<file path="src/rtl/owse_pkg.sv">
package owse_pkg;

  // Command codes seen on the cmd port
  localparam logic [1:0] OW_RESET  = 2'd0;
  localparam logic [1:0] OW_WRITE1 = 2'd1;
  localparam logic [1:0] OW_WRITE0 = 2'd2;
  localparam logic [1:0] OW_READ   = 2'd3;

  // Reset result codes
  localparam logic [1:0] PRES_FOUND = 2'd0;
  localparam logic [1:0] PRES_NONE  = 2'd1;
  localparam logic [1:0] PRES_FAULT = 2'd2;

  // Index of each interval inside a timing set
  localparam int LIM_RSTL  = 0;
  localparam int LIM_RSTH  = 1;
  localparam int LIM_RISE  = 2;
  localparam int LIM_LOW1  = 3;
  localparam int LIM_LOW0  = 4;
  localparam int LIM_LOWR  = 5;
  localparam int LIM_RDV   = 6;
  localparam int LIM_SLOT  = 7;
  localparam int LIM_REC   = 8;
  localparam int LIM_COUNT = 9;

  // Control to datapath
  typedef struct packed {
    logic loadCmd;     // latch command code and speed, clear reset flags
    logic clrCnt;      // restart prescaler and tick counter
    logic driveLow;    // pull the line low next cycle
    logic captureBit;  // read sample point
    logic watchLine;   // inside released phase of a reset
    logic riseCheck;   // end of rise window
    logic endCheck;    // end of released phase, commit presence
  } owStrobe_t;

  // Datapath to control: interval boundaries, each on a tick
  typedef struct packed {
    logic endRstLow;
    logic endRstHigh;
    logic atRise;
    logic endLow;
    logic atSample;
    logic endSlot;
    logic endRec;
  } owEvent_t;

endpackage

</file>
<file path="src/rtl/owse_datapath.sv">
module owse_datapath
  import owse_pkg::*;
#(
  parameter int TICK_DIV    = 250,
  parameter int CNT_W       = 10,
  parameter int SYNC_STAGES = 2,
  parameter int STD_RSTL = 480, parameter int STD_RSTH = 480, parameter int STD_RISE = 15,
  parameter int STD_LOW1 = 6,   parameter int STD_LOW0 = 60,  parameter int STD_LOWR = 6,
  parameter int STD_RDV  = 15,  parameter int STD_SLOT = 65,  parameter int STD_REC  = 5,
  parameter int OD_RSTL  = 70,  parameter int OD_RSTH  = 48,  parameter int OD_RISE  = 2,
  parameter int OD_LOW1  = 1,   parameter int OD_LOW0  = 7,   parameter int OD_LOWR  = 1,
  parameter int OD_RDV   = 2,   parameter int OD_SLOT  = 8,   parameter int OD_REC   = 2
) (
  input  logic       clk,
  input  logic       rstN,
  input  owStrobe_t  strobe,
  input  logic [1:0] cmdIn,
  input  logic       speedIn,
  input  logic       lineIn,
  output owEvent_t   ev,
  output logic       lineOe,
  output logic       readBit,
  output logic [1:0] presence
);

  localparam int PRE_W = (TICK_DIV > 1) ? $clog2(TICK_DIV) : 1;
  localparam logic [PRE_W-1:0] PRE_LAST = PRE_W'(TICK_DIV - 1);

  localparam logic [CNT_W-1:0] STD_TAB [LIM_COUNT] = '{
    CNT_W'(STD_RSTL), CNT_W'(STD_RSTH), CNT_W'(STD_RISE),
    CNT_W'(STD_LOW1), CNT_W'(STD_LOW0), CNT_W'(STD_LOWR),
    CNT_W'(STD_RDV),  CNT_W'(STD_SLOT), CNT_W'(STD_REC)};
  localparam logic [CNT_W-1:0] OD_TAB [LIM_COUNT] = '{
    CNT_W'(OD_RSTL), CNT_W'(OD_RSTH), CNT_W'(OD_RISE),
    CNT_W'(OD_LOW1), CNT_W'(OD_LOW0), CNT_W'(OD_LOWR),
    CNT_W'(OD_RDV),  CNT_W'(OD_SLOT), CNT_W'(OD_REC)};

  logic [PRE_W-1:0] preCnt;
  logic [CNT_W-1:0] tickCnt;
  logic             speedQ;
  logic [1:0]       cmdQ;
  logic [SYNC_STAGES-1:0] syncQ;
  logic             oeQ, bitQ, seenLow, faultQ;
  logic [1:0]       presQ;
  logic [CNT_W-1:0] activeLim [LIM_COUNT];
  logic [CNT_W-1:0] lowLim;
  logic             tickNow, lineLow;

  // Timing set chosen per command
  for (genvar i = 0; i < LIM_COUNT; i++) begin : g_lim
    assign activeLim[i] = speedQ ? OD_TAB[i] : STD_TAB[i];
  end

  always_comb begin
    unique case (cmdQ)
      OW_WRITE0: lowLim = activeLim[LIM_LOW0];
      OW_WRITE1: lowLim = activeLim[LIM_LOW1];
      default:   lowLim = activeLim[LIM_LOWR];
    endcase
  end

  assign tickNow = (preCnt == PRE_LAST);
  assign lineLow = ~syncQ[SYNC_STAGES-1];

  function automatic logic hitAt(input logic [CNT_W-1:0] lim,
                                 input logic [CNT_W-1:0] cnt,
                                 input logic tk);
    return tk && (cnt == lim - CNT_W'(1));
  endfunction

  always_comb begin
    ev.endRstLow  = hitAt(activeLim[LIM_RSTL], tickCnt, tickNow);
    ev.endRstHigh = hitAt(activeLim[LIM_RSTH], tickCnt, tickNow);
    ev.atRise     = hitAt(activeLim[LIM_RISE], tickCnt, tickNow);
    ev.endLow     = hitAt(lowLim,              tickCnt, tickNow);
    ev.atSample   = hitAt(activeLim[LIM_RDV],  tickCnt, tickNow);
    ev.endSlot    = hitAt(activeLim[LIM_SLOT], tickCnt, tickNow);
    ev.endRec     = hitAt(activeLim[LIM_REC],  tickCnt, tickNow);
  end

  // Prescaler and tick counter
  always_ff @(posedge clk or negedge rstN) begin
    if (!rstN) begin
      preCnt  <= '0;
      tickCnt <= '0;
    end else if (strobe.clrCnt) begin
      preCnt  <= '0;
      tickCnt <= '0;
    end else if (tickNow) begin
      preCnt  <= '0;
      tickCnt <= tickCnt + CNT_W'(1);
    end else begin
      preCnt  <= preCnt + PRE_W'(1);
    end
  end

  // Input synchronizer, idles at the pulled-up level
  always_ff @(posedge clk or negedge rstN) begin
    if (!rstN) syncQ <= '1;
    else       syncQ <= {syncQ[SYNC_STAGES-2:0], lineIn};
  end

  // Command context and line drive
  always_ff @(posedge clk or negedge rstN) begin
    if (!rstN) begin
      speedQ <= 1'b0;
      cmdQ   <= OW_RESET;
      oeQ    <= 1'b0;
    end else begin
      oeQ <= strobe.driveLow;
      if (strobe.loadCmd) begin
        speedQ <= speedIn;
        cmdQ   <= cmdIn;
      end
    end
  end

  // Read sample and reset classification
  always_ff @(posedge clk or negedge rstN) begin
    if (!rstN) begin
      bitQ    <= 1'b0;
      seenLow <= 1'b0;
      faultQ  <= 1'b0;
      presQ   <= PRES_NONE;
    end else begin
      if (strobe.loadCmd) begin
        seenLow <= 1'b0;
        faultQ  <= 1'b0;
      end
      if (strobe.captureBit && cmdQ == OW_READ)
        bitQ <= ~lineLow;
      if (strobe.watchLine && lineLow && tickCnt >= activeLim[LIM_RISE])
        seenLow <= 1'b1;
      if (strobe.riseCheck && lineLow)
        faultQ <= 1'b1;
      if (strobe.endCheck) begin
        if (faultQ || lineLow) presQ <= PRES_FAULT;
        else if (seenLow)      presQ <= PRES_FOUND;
        else                   presQ <= PRES_NONE;
      end
    end
  end

  assign lineOe   = oeQ;
  assign readBit  = bitQ;
  assign presence = presQ;

endmodule

</file>
<file path="src/rtl/owse_ctrl.sv">
module owse_ctrl
  import owse_pkg::*;
(
  input  logic       clk,
  input  logic       rstN,
  input  logic       start,
  input  logic [1:0] cmdIn,
  input  owEvent_t   ev,
  output owStrobe_t  strobe,
  output logic       busy,
  output logic       done
);

  typedef enum logic [2:0] {
    ST_IDLE, ST_RST_LOW, ST_RST_HIGH, ST_SLOT_LOW, ST_SLOT_HIGH, ST_RECOVER
  } state_e;

  state_e state, stateNext;
  logic   doneSet, doneQ;

  always_comb begin
    stateNext = state;
    strobe    = '0;
    doneSet   = 1'b0;
    unique case (state)
      ST_IDLE: begin
        if (start) begin
          strobe.loadCmd = 1'b1;
          strobe.clrCnt  = 1'b1;
          stateNext = (cmdIn == OW_RESET) ? ST_RST_LOW : ST_SLOT_LOW;
        end
      end
      ST_RST_LOW: begin
        strobe.driveLow = 1'b1;
        if (ev.endRstLow) begin
          strobe.clrCnt = 1'b1;
          stateNext = ST_RST_HIGH;
        end
      end
      ST_RST_HIGH: begin
        strobe.watchLine = 1'b1;
        strobe.riseCheck = ev.atRise;
        if (ev.endRstHigh) begin
          strobe.endCheck = 1'b1;
          strobe.clrCnt   = 1'b1;
          stateNext = ST_RECOVER;
        end
      end
      ST_SLOT_LOW: begin
        strobe.driveLow = 1'b1;
        if (ev.endLow) stateNext = ST_SLOT_HIGH;
      end
      ST_SLOT_HIGH: begin
        strobe.captureBit = ev.atSample;
        if (ev.endSlot) begin
          strobe.clrCnt = 1'b1;
          stateNext = ST_RECOVER;
        end
      end
      ST_RECOVER: begin
        if (ev.endRec) begin
          doneSet   = 1'b1;
          stateNext = ST_IDLE;
        end
      end
      default: stateNext = ST_IDLE;
    endcase
  end

  always_ff @(posedge clk or negedge rstN) begin
    if (!rstN) begin
      state <= ST_IDLE;
      doneQ <= 1'b0;
    end else begin
      state <= stateNext;
      doneQ <= doneSet;
    end
  end

  assign busy = (state != ST_IDLE);
  assign done = doneQ;

endmodule

</file>
<file path="src/rtl/onewire_slot_engine.sv">
module onewire_slot_engine
  import owse_pkg::*;
#(
  parameter int TICK_DIV    = 250,
  parameter int CNT_W       = 10,
  parameter int SYNC_STAGES = 2,
  parameter int STD_RSTL = 480, parameter int STD_RSTH = 480, parameter int STD_RISE = 15,
  parameter int STD_LOW1 = 6,   parameter int STD_LOW0 = 60,  parameter int STD_LOWR = 6,
  parameter int STD_RDV  = 15,  parameter int STD_SLOT = 65,  parameter int STD_REC  = 5,
  parameter int OD_RSTL  = 70,  parameter int OD_RSTH  = 48,  parameter int OD_RISE  = 2,
  parameter int OD_LOW1  = 1,   parameter int OD_LOW0  = 7,   parameter int OD_LOWR  = 1,
  parameter int OD_RDV   = 2,   parameter int OD_SLOT  = 8,   parameter int OD_REC   = 2
) (
  input  logic       clk,
  input  logic       rstN,
  input  logic       start,
  input  logic [1:0] cmd,
  input  logic       speedSel,
  output logic       busy,
  output logic       done,
  output logic       readBit,
  output logic [1:0] presence,
  output logic       lineOe,
  input  logic       lineIn
);

  owStrobe_t strobe;
  owEvent_t  ev;

  owse_ctrl ctrl_i (
    .clk    (clk),
    .rstN   (rstN),
    .start  (start),
    .cmdIn  (cmd),
    .ev     (ev),
    .strobe (strobe),
    .busy   (busy),
    .done   (done)
  );

  owse_datapath #(
    .TICK_DIV(TICK_DIV), .CNT_W(CNT_W), .SYNC_STAGES(SYNC_STAGES),
    .STD_RSTL(STD_RSTL), .STD_RSTH(STD_RSTH), .STD_RISE(STD_RISE),
    .STD_LOW1(STD_LOW1), .STD_LOW0(STD_LOW0), .STD_LOWR(STD_LOWR),
    .STD_RDV(STD_RDV),   .STD_SLOT(STD_SLOT), .STD_REC(STD_REC),
    .OD_RSTL(OD_RSTL),   .OD_RSTH(OD_RSTH),   .OD_RISE(OD_RISE),
    .OD_LOW1(OD_LOW1),   .OD_LOW0(OD_LOW0),   .OD_LOWR(OD_LOWR),
    .OD_RDV(OD_RDV),     .OD_SLOT(OD_SLOT),   .OD_REC(OD_REC)
  ) dp_i (
    .clk      (clk),
    .rstN     (rstN),
    .strobe   (strobe),
    .cmdIn    (cmd),
    .speedIn  (speedSel),
    .lineIn   (lineIn),
    .ev       (ev),
    .lineOe   (lineOe),
    .readBit  (readBit),
    .presence (presence)
  );

endmodule

</file>
<file path="config.mk">
export PLATFORM = sky130hd
export DESIGN_NAME = onewire_slot_engine
export DESIGN_NICKNAME = d
export VERILOG_FILES = /design/src/rtl/owse_pkg.sv /design/src/rtl/owse_datapath.sv /design/src/rtl/owse_ctrl.sv /design/src/rtl/onewire_slot_engine.sv
export SDC_FILE = /design/constraint.sdc
export NUM_CORES = 1
export LEC_CHECK = 0
export BUFFER_PORTS_ARGS = -buffer_cell sky130_fd_sc_hd__buf_2
export CAP_MARGIN = 10
export CORE_AREA = 2 2 62 64
export CTS_CLUSTER_DIAMETER = 120
export DETAILED_ROUTE_END_ITERATION = 8
export DIE_AREA = 0 0 64 66
export PLACE_DENSITY = 0.7
export SYNTH_ARGS = -nofsm -noshare
export SYNTH_HDL_FRONTEND = slang
export SYNTH_SLANG_ARGS = --single-unit
export TNS_END_PERCENT = 50
</file>
<file path="constraint.sdc">
create_clock -name clk -period 7.1 [get_ports clk]
set_clock_uncertainty 0.05 [all_clocks]
set_input_delay 0.355 -clock clk [delete_from_list [all_inputs] [get_ports clk]]
set_output_delay 0.355 -clock clk [all_outputs]
set_load 0.01 [all_outputs]
</file>
* Word level (Yosys, flattened, before mapping)
Cells that the tools add are included. Widths: inputs -> output; s select.
Storage, ports and cells: register bits after elaboration 33, latch bits 0, bits in writable memories 0, bits in read-only memories 0, bits of input ports 7, output and inout port bits 6, memories 0
Cells by class: add/sub/neg operators 8, multipliers 0, div/mod/pow operators 0, magnitude comparators 1, eq/ne operators 20, shifts and indexed selects 0, mux-type cells 36, bitwise operators 1, reduce and logical (&&, ||, !) cells 19
Operators with widths (count):
- $eq 10x10->1 | 6
- $sub 10x1->10 const B | 6
- $mux 10 | 3
- $mux 3 | 9
- $mux 9 | 2
- $pmux 3 s6 | 1
- $mux 8 | 2
- $mux 1 | 12
- $add 10x1->10 const B | 1
- $ge 10x10->1 | 1
- $logic_and 1x1->1 | 10
- $ne 2x1->1 const B | 5
- $add 8x1->8 const B | 1
- $eq 8x8->1 const B | 1
- $mux 7 | 1
- $eq 3x2->1 const B | 2
- $eq 3x3->1 const B | 2
- $mux 2 | 3
- $mux 6 | 1
- $reduce_and 6->1 | 1
- $reduce_bool 2->1 | 3
- $eq 2x2->1 const B | 2
- $mux 4 | 1
- $pmux 1 s4 | 1
- other kinds (8) | 8

* Longest topological paths before layout
Gate-level depths: netlist of the first run.
word-level depth 9, gate-level depth with buffers 9, mapped depth without buffers 9

* Modules after synthesis
From an unflattened synthesis of the first run, not the netlist that was laid out.
Unflattened totals: cells, all modules 208, area total of the unflattened synthesis 2003.2 sq um
Modules (own cells, without submodules):
- owse_datapath | instances 1, cells an instance 165, area an instance 1661.6 sq um, sequential area each 729.4 sq um
- owse_ctrl | instances 1, cells an instance 43, area an instance 341.6 sq um, sequential area each 100.1 sq um

* Least setup slack after synthesis of the first run
No wires, ideal clock.
path kind reg-to-reg, start point register dp_i.speedQ, end point register dp_i.tickCnt[2], library setup time 0.131 ns, arrival 2.087 ns, data required time 6.919 ns, setup slack 4.832 ns, stages on the path, launching flop included 10, cell sequence dfrtp_1 > buf_2 > inv_1 > ha_1 > nor3_1 > nand2_1 > or4_1 > nand3_1 > o21bai_2 > nor2_1
On the way: word-level cells in the longest chain between the ends 7
Ends and longest elaborated chain:
- start, declared | RTL line owse_datapath.sv:40 | logic speedQ;
- start signal, assigned | RTL line owse_datapath.sv:112 | speedQ <= speedIn;
- $mux 7 or $mux 9 (tied branches) | RTL line owse_datapath.sv:51 | assign activeLim[i] = speedQ ? OD_TAB[i] : STD_TAB[i];
- $sub 10x1->10 | RTL line owse_datapath.sv:68 | return tk && (cnt == lim - CNT_W'(1));
- $eq 10x10->1 | RTL line owse_datapath.sv:68
- $logic_and 1x1->1 | RTL line owse_datapath.sv:68
- $mux 1, on equally long branches | RTL line owse_ctrl.sv:55, owse_ctrl.sv:35, owse_ctrl.sv:43
- $pmux 1 s4 (*) | RTL line owse_ctrl.sv:25 | unique case (state)
- $mux 10 or $reduce_bool 2->1 (tied branches)
- end signal, assigned | RTL line owse_datapath.sv:91 | tickCnt <= tickCnt + CNT_W'(1);
- end, declared | RTL line owse_datapath.sv:39 | logic [CNT_W-1:0] tickCnt;
Every way passes the cells marked *; elsewhere a longest branch is shown, timed or not. A chain may end at the register's enable or synchronous reset.

* Final worst setup path of the first run
Same ends and word-level chain as after synthesis.

==> key figures, run 1 <==
Clock tree
  • Total CTS buffers: 5
  • Clk sinks: 33
  • Skew-Pair Late Insertion Delay: 0.34 ns
  • CTS clk-pin slew, worst paths: 0.10 ns
  • Root Buffer: clkbuf_4
  • Bufs on Longest Clock Path: 2
  • CTS tree: done
  • H-tree depth: 2
  • Post-cts resize count: 0
  • Setup repair bufs after CTS: 0
  • CTS Hold Bufs: 0

Drt
  • Via density: 5.721
  • Total wire length: 3821 µm
  • Starting DRT DRC Count: 104
  • DRT Pass-1 Iters: 4
  • # DRC: 0
  • Detail Route Antenna Nets: 0
  • WL per Instance: 14.81 µm
  • Vias: 1,476

Setup path
  • Worst r2r dst: dp_i.tickCnt[2]
  • Kind of critical path: register to register
  • Startpoint types: register
  • Worst Setup SP: dp_i.speedQ
  • CP max FO: 14
  • CP endpoint: dp_i.tickCnt[2]
  • WP data arrival: 2.73 ns
  • Cells on worst reg2reg path: 8
  • CP required: 7.26 ns
  • Slack of the worst reg-to-reg path: 4.53 ns
  • R2R Path Start: dp_i.speedQ
  • Endpoint type of the worst setup path: register

Die
  • Core area: 0.003551 mm²
  • Std cell rows: 22
  • Initial Util: 53.63%
  • Die footprint: 0.004224 mm²
  • Die width: 64 µm
  • Die height: 66 µm
  • I/O pin total: 13

Layout
  • Final Cell Area: 0.002066 mm²
  • Area grow syn2layout: 8.476%
  • Fraction of layout cells with a size suffix above 1: 16.19%
  • Total Nets Final: 223
  • Antenna cells: 0
  • Post-Route Utilization: 58.17%
  • Fillers: 303

Placement
  • DP HPWL: 2864 µm
  • Final GP Congestion: 0.9812
  • I/O Buffers: 12
  • DP Area: 0.001981 mm²

Yosys
  • Mapped Cells: 198
  • Post-synthesis mux area share: 3.482%
  • FFs w/ async S/R, synth: 100.0%
  • Leading register cell type out of synthesis: dfrtp_1
  • Main combinational cell family by area after synthesis: simple AND/OR/NAND/NOR gates
  • Synth Area in Compound Gates: 6.833%
  • Post-synth EDFFs: 0
  • Adder-cell share of the synthesized area: 4.599%
  • Netlist Area Pre-Place: 0.001904 mm²
  • #FFs+latches synth: 33
  • Xor and xnor area share after synthesis: 9.198%
  • Synth Warn #: 0
  • Post-synthesis cell type count: 46
  • Avg Inst Size Synth: 9.618 µm²
  • Post-synthesis net count: 212
  • Simple-gate share of the synthesized area: 28.84%
  • Seq/Total Area, Yosys: 43.56%

Pwr
  • Reg power frac: 55.2%
  • Pleak: 0.9188 nW
  • Clock share of power: 43.1%
  • Logic pwr share: 1.7%
  • Switching pwr: 0.00006851 W
  • Switching share of power: 19.97%
  • Int Power: 0.0002745 W
  • VDD IR max: 0.0001337 V
  • PwrDens: 166.0 mW/mm²

STA
  • Worst relative slew slack: 53.29%
  • Fmax achieved: 0.3890 GHz
  • Fin crit period: 2.571 ns
  • Period utilization: 36.21%
  • RSZ-0062 raised after global routing: no
  • Tightest Pin Transition: 0.6830 ns
  • Max Slew Vio Count: 0
  • TNS Setup: 0 ns
  • Hold Fails Final Rpt: 0
  • Final Setup Violations: 0
  • Hold WS: 0.002173 ns

Global route
  • Global route overflow: 0
  • Vias in the first global route: 1,493
  • Total GRT Usage: 21.29%
  • First-pass GRT wire length: 6817 µm
  • Largest net degree at the start of global routing: 34
  • Initial antenna violation count: 0

Min path
  • Min-Delay Path Class: input port to asynchronous set/reset pin

Flow run
  • Maxcap violations: 0

Status
  • Outcome: finished clean
## metal layers
| metal | vias up | track usage (%) | wire length [µm] |
|---|---|---|---|
| met4 | 0 | 9.783 | 85 |
| met5 | - | 0 | 0 |
| met3 | 9 | 5.963 | 258 |
| li1 | 710 | - | - |
| met1 | 708 | 27.00 | 1610 |
| met2 | 49 | 33.72 | 1866 |
## stage by stage
stage               total power (W)  setup WS (ns)  instances
floorplan                 0.0001933          4.832        198
global placement          0.0001987          4.624        250
detailed placement        0.0001990          4.561        250
CTS                       0.0003473          4.526        258
global route              0.0003592          4.365        258
finish                    0.0003430          4.529        258
## sequential cells by signal, summed over array words and instances (netlist names)
name / count
ctrl_i.done: 1
ctrl_i.state: 3
dp_i.faultQ: 1
dp_i.lineOe: 1
dp_i.preCnt: 8
dp_i.presence: 2
dp_i.seenLow: 1
dp_i.cmdQ: 2
dp_i.speedQ: 1
dp_i.readBit: 1
dp_i.tickCnt: 10
dp_i.syncQ: 2
## critical path, stage by stage (launching register included)
cell	delay [ns]
dfrtp_1	0.63
inv_1	0.15
ha_1	0.35
nor3_1	0.19
nand2_1	0.07
or4_1	0.51
nand3_1	0.15
o21bai_2	0.24
nor2_1	0.09
## worst min path at each step
stage / endpoint / startpoint / cells past startpoint
floorplan: ctrl_i.done / rstN / 0
global placement: dp_i.syncQ[1] / dp_i.syncQ[0] / 0
detailed placement: dp_i.syncQ[1] / dp_i.syncQ[0] / 0
CTS: dp_i.readBit / rstN / 1
global route: dp_i.syncQ[0] / lineIn / 1
finish: dp_i.cmdQ[1] / rstN / 1
## area by class of cell
class | count | area [µm²] | share of cell area, %
Inverter | 6 | 22.52 | 1.090
Sequential cell | 33 | 829.5 | 40.16
Clock inverter | 1 | 30.03 | 1.454
Multi-Input combinational cell | 151 | 1008 | 48.82
Tap cell | 48 | 60.06 | 2.907
Clock buffer | 7 | 55.05 | 2.665
Timing Repair Buffer | 12 | 60.06 | 2.907
## placed cells by master, fill, tap and decap left out, types with 2 or more instances in the layout
master,netlist,layout
o21ai_0,4,4
a21oi_1,4,4
ha_1,7,7
dfrtp_1,30,30
nor3_1,5,5
and2_1,2,2
nand2b_1,2,2
inv_1,6,6
mux2_2,5,5
xnor2_1,8,8
a21o_1,2,2
nor2b_1,3,3
nand3b_1,4,4
nand4_1,9,9
clkbuf_4,0,5
nand2_1,14,14
xor2_1,12,12
dfstp_2,3,3
o31ai_1,2,2
nor2_1,31,31
a31oi_1,2,2
buf_2,2,12
nor4_1,3,3
nand3_1,12,12
## cell families (layout without fill, tap and decap cells)
group / Yosys count / in the layout
AOI/OAI and AO/OA: 19 / 19
muxes: 6 / 6
xor gates and xnor gates: 20 / 20
and+or+nand+nor: 99 / 99
adders and majority gates: 7 / 7
buffers and inverters: 14 / 26
DFF: 33 / 33
## Yosys cell counts (2+ instances only)
library cell  number  area share, %
clkbuf_1           4           0.79
inv_1              6            1.2
nor2b_1            3           0.99
o31ai_1            2           0.79
nand2b_1           2           0.66
a21o_1             2           0.79
dfstp_2            3            4.1
a31oi_1            2           0.66
o21ai_0            4            1.1
nand2_1           14            2.8
nand4_1            9            3.0
nand3b_1           4            1.6
nor4_1             3           0.99
mux2_2             5            3.0
nand3_1           12            3.2
dfrtp_1           30             39
buf_2              2           0.53
xor2_1            12            5.5
a21oi_1            4            1.1
xnor2_1            8            3.7
nor3_1             5            1.3
ha_1               7            4.6
and2_1             2           0.66
nor2_1            31            6.1
## power groups by stage
| stage | registers [W] | logic [W] | clock network (W) |
|---|---|---|---|
| after floorplan | 0.000193 | 0.000000553 | 0 |
| after global placement | 0.000193 | 0.00000588 | 0 |
| after detailed placement | 0.000193 | 0.00000621 | 0 |
| after CTS | 0.000189 | 0.00000621 | 0.000152 |
| after global routing | 0.000189 | 0.00000696 | 0.000163 |
| final | 0.000189 | 0.00000588 | 0.000148 |
(Power assumes the default switching activity.)
==> run 2: changes to the inputs <==
==> constraint.sdc (replaced) <==
create_clock -name clk -period 2.5 [get_ports clk]
set_clock_uncertainty 0.05 [all_clocks]
set_input_delay 0.125 -clock clk [delete_from_list [all_inputs] [get_ports clk]]
set_output_delay 0.125 -clock clk [all_outputs]
set_load 0.01 [all_outputs]
==> key figures, run 2 (synthesized netlist as in run 1, its figures left out) <==
Status
  • Outcome: finished clean

Setup path
  • Slack of the worst reg-to-reg path: 0.17 ns (-4.36 ns)
  • Max incr delay on CP: 0.62 ns (about the same)
  • Endpoint type of the worst setup path: register
  • Kind of critical path: register to register
  • WP depth: 6 (-2)
  • CP Buf/Inv Count: 0 (-1)
  • Crit-path cells: ha_1 > nand4_1 > a2111oi_1 > nand2_1 > a311oi_1 > a21oi_1
  • CP max FO: 5 (-9)
  • R2R Path Start: dp_i.speedQ
  • Cells on worst reg2reg path: 6 (-2)
  • Worst r2r dst: ctrl_i.state[0]
  • CP required: 2.67 ns (-4.59 ns)
  • Startpoint types: register
  • Worst path slowest cell: a2111oi_1
  • WP data arrival: 2.50 ns (-0.23 ns)
  • Top Family by Delay on Critical Path: compound AO/OA/AOI/OAI gates

Placement
  • DP HPWL: 3027 µm (+5.7%)
  • DP Area: 0.002048 mm² (+3.4%)
  • Final GP Congestion: 0.8982 (-8.5%)
  • Placed insts: 259 (+3.6%)
  • I/O Buffers: 12 (unchanged)

Layout
  • Post-Route Utilization: 61.84% (+3.7 points)
  • Max reg flops: 10 (unchanged)
  • Fillers: 317 (+4.6%)
  • Largest reg by FF count: dp_i.tickCnt
  • Largest regs: dp_i.tickCnt: 10 flops, dp_i.preCnt: 8 flops, ctrl_i.state: 3 flops
  • Antenna cells: 0 (unchanged)
  • Final Cell Area: 0.002196 mm² (+6.3%)
  • Post-Layout Cell Count: 272 (+5.4%)
  • Most frequent cells in the layout: nor2_1 (31), dfrtp_1 (30), nand2_1 (14)
  • Fraction of layout cells with a size suffix above 1: 19.64% (+3.5 points)
  • Most common cell after layout, fill and taps aside: nor2_1
  • Total Nets Final: 237 (+6.3%)
  • Area grow syn2layout: 15.31%

Die
  • Std cell rows: 22 (unchanged)
  • Die footprint: 0.004224 mm² (unchanged)
  • Initial Util: 53.63% (unchanged)
  • Die height: 66 µm (unchanged)
  • Core area: 0.003551 mm² (unchanged)
  • Die width: 64 µm (unchanged)
  • I/O pin total: 13 (unchanged)

Clock tree
  • Bufs on Longest Clock Path: 2 (unchanged)
  • Setup repair bufs after CTS: 0 (unchanged)
  • Skew-Pair Late Insertion Delay: 0.34 ns (about the same)
  • Clk sinks: 33 (unchanged)
  • Root Buffer: clkbuf_4
  • CTS tree: done
  • H-tree depth: 2 (unchanged)
  • Total CTS buffers: 5 (unchanged)
  • CTS clk-pin slew, worst paths: 0.10 ns (about the same)

Drt
  • Total wire length: 4043 µm (+5.8%)
  • WL per Instance: 14.86 µm (+0.36%)
  • # DRC: 0 (unchanged)
  • Via density: 5.643 (-1.4%)
  • Starting DRT DRC Count: 119 (+14%)
  • Vias: 1,535 (+4.0%)
  • Detail Route Antenna Nets: 0 (unchanged)
  • DRT Pass-1 Iters: 4 (unchanged)

Min path
  • Min-Delay Path Class: input port to register
  • Hold depth: 5
  • WHS Endpoint: ctrl_i.state[1]
  • Hold_sp: start

STA
  • Fmax achieved: 0.4292 GHz (+10%)
  • TNS Setup: 0 ns (unchanged)
  • Period utilization: 93.20% (+57 points)
  • Final Setup Violations: 0 (unchanged)
  • Fin crit period: 2.330 ns (-0.2406 ns)
  • Worst relative slew slack: 51.73% (-1.6 points)
  • Hold Fails Final Rpt: 0 (unchanged)
  • RSZ-0062 raised after global routing: no
  • Max Slew Vio Count: 0 (unchanged)
  • Tightest Pin Transition: 0.7240 ns (+0.04098 ns)

Global route
  • Global route overflow: 0 (unchanged)
  • Vias in the first global route: 1,502 (+0.60%)
  • Largest net degree at the start of global routing: 34 (unchanged)
  • Total GRT Usage: 22.23% (+0.94 points)
  • Initial antenna violation count: 0 (unchanged)
  • First-pass GRT wire length: 7086 µm (+3.9%)

Pwr
  • Pleak: 0.9855 nW (+7.3%)
  • VDD IR max: 0.0003309 V (+150%)
  • PwrDens: 446.9 mW/mm² (+170%)

Flow run
  • Maxcap violations: 0 (unchanged)
## run 2: power by group
group / switching (W) / internal (W) / total [W]
Combinational: 0.0000130 / 0.00000933 / 0.0000223
Clock: 0.000184 / 0.000238 / 0.000422
Sequential: 0.000000769 / 0.000537 / 0.000537
## run 2: metrics by stage
step | power (W) | setup WS (ns) | hold WS [ns]
2_1_floorplan | 0.0005491 | 0.2320 | -0.2206
3_3_place_gp | 0.0005639 | 0.1675 | 0.1484
3_5_place_dp | 0.0005650 | 0.1618 | 0.1783
4_1_cts | 0.0009939 | 0.1274 | 0.2076
5_1_grt | 0.001031 | 0.06094 | 0.2566
6_report | 0.0009814 | 0.1699 | 0.2144
## run 2: layout make-up
cell class / instances / area [µm²] / share of cell area [%]
well taps: 48 / 60.06 / 2.735
clock inverters: 2 / 37.54 / 1.709
flip-flops and latches: 33 / 829.5 / 37.78
multi-input cells: 151 / 1017 / 46.32
inverters: 6 / 22.52 / 1.026
repair buffers: 26 / 177.7 / 8.091
clock buffers: 6 / 51.30 / 2.336
## run 2: what timing repair did
action                                 CTS  global route
hold buffers                             5             0
endpoints found under the hold margin   34             0
setup endpoints to repair                0             9
gates resized for setup                  0             2
## run 2: worst max-delay path by stage
stage                         start              end  slack, ns
floorplan               dp_i.speedQ  dp_i.tickCnt[2]       0.23
finish                  dp_i.speedQ  ctrl_i.state[0]       0.17
global route            dp_i.speedQ  dp_i.tickCnt[8]       0.06
detailed placement      dp_i.speedQ  dp_i.tickCnt[4]       0.16
CTS                     dp_i.speedQ  dp_i.tickCnt[4]       0.13
global placement    dp_i.tickCnt[7]  dp_i.tickCnt[8]       0.17
## run 2: layer usage
layer	global-route usage [%]	part of all wire, %	vias to the layer above
met5	0	0	-
met4	7.065	1.7	0
met3	4.770	6.9	8
met2	36.20	49	50
met1	29.59	42	738
li1	-	-	739
## run 2: worst reg2reg max path, cell delays in order (launching register included)
cell and delay (ns):
dfrtp_1 0.44, ha_1 0.36, nand4_1 0.10, a2111oi_1 0.62
nand2_1 0.23, a311oi_1 0.32, a21oi_1 0.11
==> run 3: changes to the inputs <==
--- a/config.mk
+++ b/config.mk
@@ -7,11 +7,13 @@
 export LEC_CHECK = 0
 export BUFFER_PORTS_ARGS = -buffer_cell sky130_fd_sc_hd__buf_2
 export CAP_MARGIN = 10
-export CORE_AREA = 2 2 62 64
+export CELL_PAD_IN_SITES_DETAIL_PLACEMENT = 1
+export CELL_PAD_IN_SITES_GLOBAL_PLACEMENT = 1
+export CORE_AREA = 2 2 68 70
 export CTS_CLUSTER_DIAMETER = 120
 export DETAILED_ROUTE_END_ITERATION = 8
-export DIE_AREA = 0 0 64 66
-export PLACE_DENSITY = 0.7
+export DIE_AREA = 0 0 70 72
+export PLACE_DENSITY_LB_ADDON = 0.1
 export SYNTH_ARGS = -nofsm -noshare
 export SYNTH_HDL_FRONTEND = slang
 export SYNTH_SLANG_ARGS = --single-unit
==> key figures, run 3 (synthesized netlist as in run 1, its figures left out) <==
Status
  • Outcome: finished clean

Layout
  • Most common cell after layout, fill and taps aside: nor2_1
  • Area grow syn2layout: 15.44%
  • Most frequent cells in the layout: nor2_1 (31), dfrtp_1 (29), nand2_1 (14)
  • Largest regs: dp_i.tickCnt: 10 flops, dp_i.preCnt: 8 flops, ctrl_i.state: 3 flops
  • Total Nets Final: 238 (+0.42%)
  • Storage cell area: 830.8 µm² (+0.15%)
  • Antenna cells: 0 (unchanged)
  • Multi-input gate area: 0.001016 mm² (-0.12%)
  • Fraction of layout cells with a size suffix above 1: 21.78% (+2.1 points)
  • Max reg flops: 10 (unchanged)
  • Largest reg by FF count: dp_i.tickCnt
  • Fillers: 512 (+62%)

Die
  • Die height: 72 µm (+9.1%)
  • I/O pin total: 13 (unchanged)
  • Core area: 0.004264 mm² (+20%)
  • Initial Util: 44.66% (-9.0 points)
  • Die width: 70 µm (+9.4%)
  • Die footprint: 0.005040 mm² (+19%)
  • Std cell rows: 24 (+9.1%)

Drt
  • Total wire length: 4645 µm (+15%)
  • Vias: 1,533 (-0.13%)
  • WL per Instance: 16.77 µm (+13%)
  • Detail Route Antenna Nets: 0 (unchanged)
  • Starting DRT DRC Count: 63 (-47%)
  • # DRC: 0 (unchanged)
  • DRT Pass-1 Iters: 4 (unchanged)
  • Via density: 5.534 (-1.9%)

Clock tree
  • Setup repair bufs after CTS: 0 (unchanged)
  • Root Buffer: clkbuf_8
  • Skew-Pair Late Insertion Delay: 0.29 ns (-0.05 ns)
  • CTS tree: done
  • Bufs on Longest Clock Path: 2 (unchanged)
  • CTS clk-pin slew, worst paths: 0.07 ns (-0.03 ns)
  • Clk sinks: 33 (unchanged)
  • Total CTS buffers: 5 (unchanged)
  • H-tree depth: 2 (unchanged)

Setup path
  • Endpoint type of the worst setup path: register
  • CP max FO: 9 (+4)
  • Slack of the worst reg-to-reg path: 0.14 ns (-0.03 ns)
  • R2R Path Start: dp_i.speedQ
  • CP required: 2.62 ns (-0.05 ns)
  • WP data arrival: 2.48 ns (-0.02 ns)
  • Startpoint types: register
  • Cells on worst reg2reg path: 8 (+2)
  • Worst Setup SP: dp_i.speedQ
  • Worst r2r dst: dp_i.tickCnt[9]
  • Kind of critical path: register to register

Global route
  • First-pass GRT wire length: 8100 µm (+14%)
  • Global route overflow: 0 (unchanged)
  • Largest net degree at the start of global routing: 34 (unchanged)
  • Initial antenna violation count: 0 (unchanged)
  • Vias in the first global route: 1,659 (+10%)
  • Total GRT Usage: 20.64% (-1.6 points)

STA
  • RSZ-0062 raised after global routing: no
  • TNS Setup: 0 ns (unchanged)
  • Period utilization: 94.54% (+1.3 points)
  • Worst relative slew slack: 50.10% (-1.6 points)
  • Fmax achieved: 0.4231 GHz (-1.4%)
  • Fin crit period: 2.363 ns (+0.03342 ns)
  • Hold Fails Final Rpt: 0 (unchanged)
  • Max Slew Vio Count: 0 (unchanged)
  • Final Setup Violations: 0 (unchanged)
  • Tightest Pin Transition: 0.7485 ns (+0.02451 ns)
  • Final worst slack: 0.1365 ns (-0.03342 ns)

Pwr
  • VDD IR max: 0.0002606 V (-21%)
  • Pleak: 0.9913 nW (+0.58%)
  • PwrDens: 434.7 mW/mm² (-2.7%)

Placement
  • DP Worst Slack: 0.1124 ns (-0.04936 ns)
  • DP HPWL: 3594 µm (+19%)
  • Final GP Congestion: 0.8668 (-3.5%)
  • I/O Buffers: 12 (unchanged)

Min path
  • WHS Endpoint: dp_i.speedQ
  • Hold_sp: speedSel
  • Hold depth: 2 (-3)
  • Min-Delay Path Class: input port to register

Flow run
  • Maxcap violations: 0 (unchanged)
run 3: stage by stage:
| stage | std cells | instance area (µm²) | total power [W] | hold WS, ns | util [%] |
|---|---|---|---|---|---|
| 2_1_floorplan | 198 | 1904 | 0.0005491 | -0.2206 | - |
| 3_3_place_gp | 267 | 2083 | 0.0005643 | 0.1595 | 48.86 |
| 3_5_place_dp | 267 | 2083 | 0.0005659 | 0.1851 | 48.86 |
| 4_1_cts | 277 | 2190 | 0.0009668 | 0.01556 | 51.35 |
| 5_1_grt | 277 | 2198 | 0.001002 | 0.02096 | 51.56 |
| 6_report | 277 | 2198 | 0.0009555 | 0.02330 | 51.56 |
run 3: worst max path at each step:
stage / cells past startpoint / to / slack, ns
6_report: 8 / dp_i.tickCnt[9] / 0.14
5_1_grt: 8 / dp_i.tickCnt[9] / 0.01
4_1_cts: 8 / dp_i.tickCnt[9] / 0.09
3_5_place_dp: 8 / dp_i.tickCnt[9] / 0.11
3_3_place_gp: 8 / dp_i.tickCnt[3] / 0.19
2_1_floorplan: 9 / dp_i.tickCnt[2] / 0.23
run 3: layout make-up:
class / instances / area share [%]
Clock inverter: 3 / 0.7968
Tap cell: 52 / 2.960
Multi-Input combinational cell: 151 / 46.21
Inverter: 6 / 1.024
Timing Repair Buffer: 27 / 8.082
Sequential cell: 33 / 37.79
Clock buffer: 5 / 3.130
run 3: what timing repair did:
action	4_1_cts	5_1_grt
hold endpoints to repair	31	0
resized for setup	0	2
hold buffers	2	0
endpoints found under the setup margin	0	9
run 3: power breakdown:
| group | leakage, nW | total, W | internal, W | switching, W |
|---|---|---|---|---|
| registers | 0.419 | 0.000538 | 0.000537 | 0.00000103 |
| clock network | 0.0439 | 0.000398 | 0.000192 | 0.000206 |
| logic | 0.529 | 0.0000194 | 0.00000631 | 0.0000131 |
| total | 0.991 | 0.000956 | 0.000735 | 0.000221 |
run 3: routing by layer:
metal | wire, µm | vias to the layer above | global-route usage [%]
met1 | 2026 | 756 | 25.04
met5 | 0 | - | 0
met4 | 61 | 0 | 5.769
li1 | - | 740 | -
met3 | 186 | 7 | 4.167
met2 | 2370 | 30 | 37.46
run 3: worst max-delay path, stage by stage, from the launching register on:
cell,delay [ns]
dfrtp_2,0.45
buf_4,0.18
ha_1,0.33
nor3_1,0.16
nand2_1,0.08
or4_1,0.51
nand3_1,0.17
o21bai_4,0.21
nor2_1,0.09
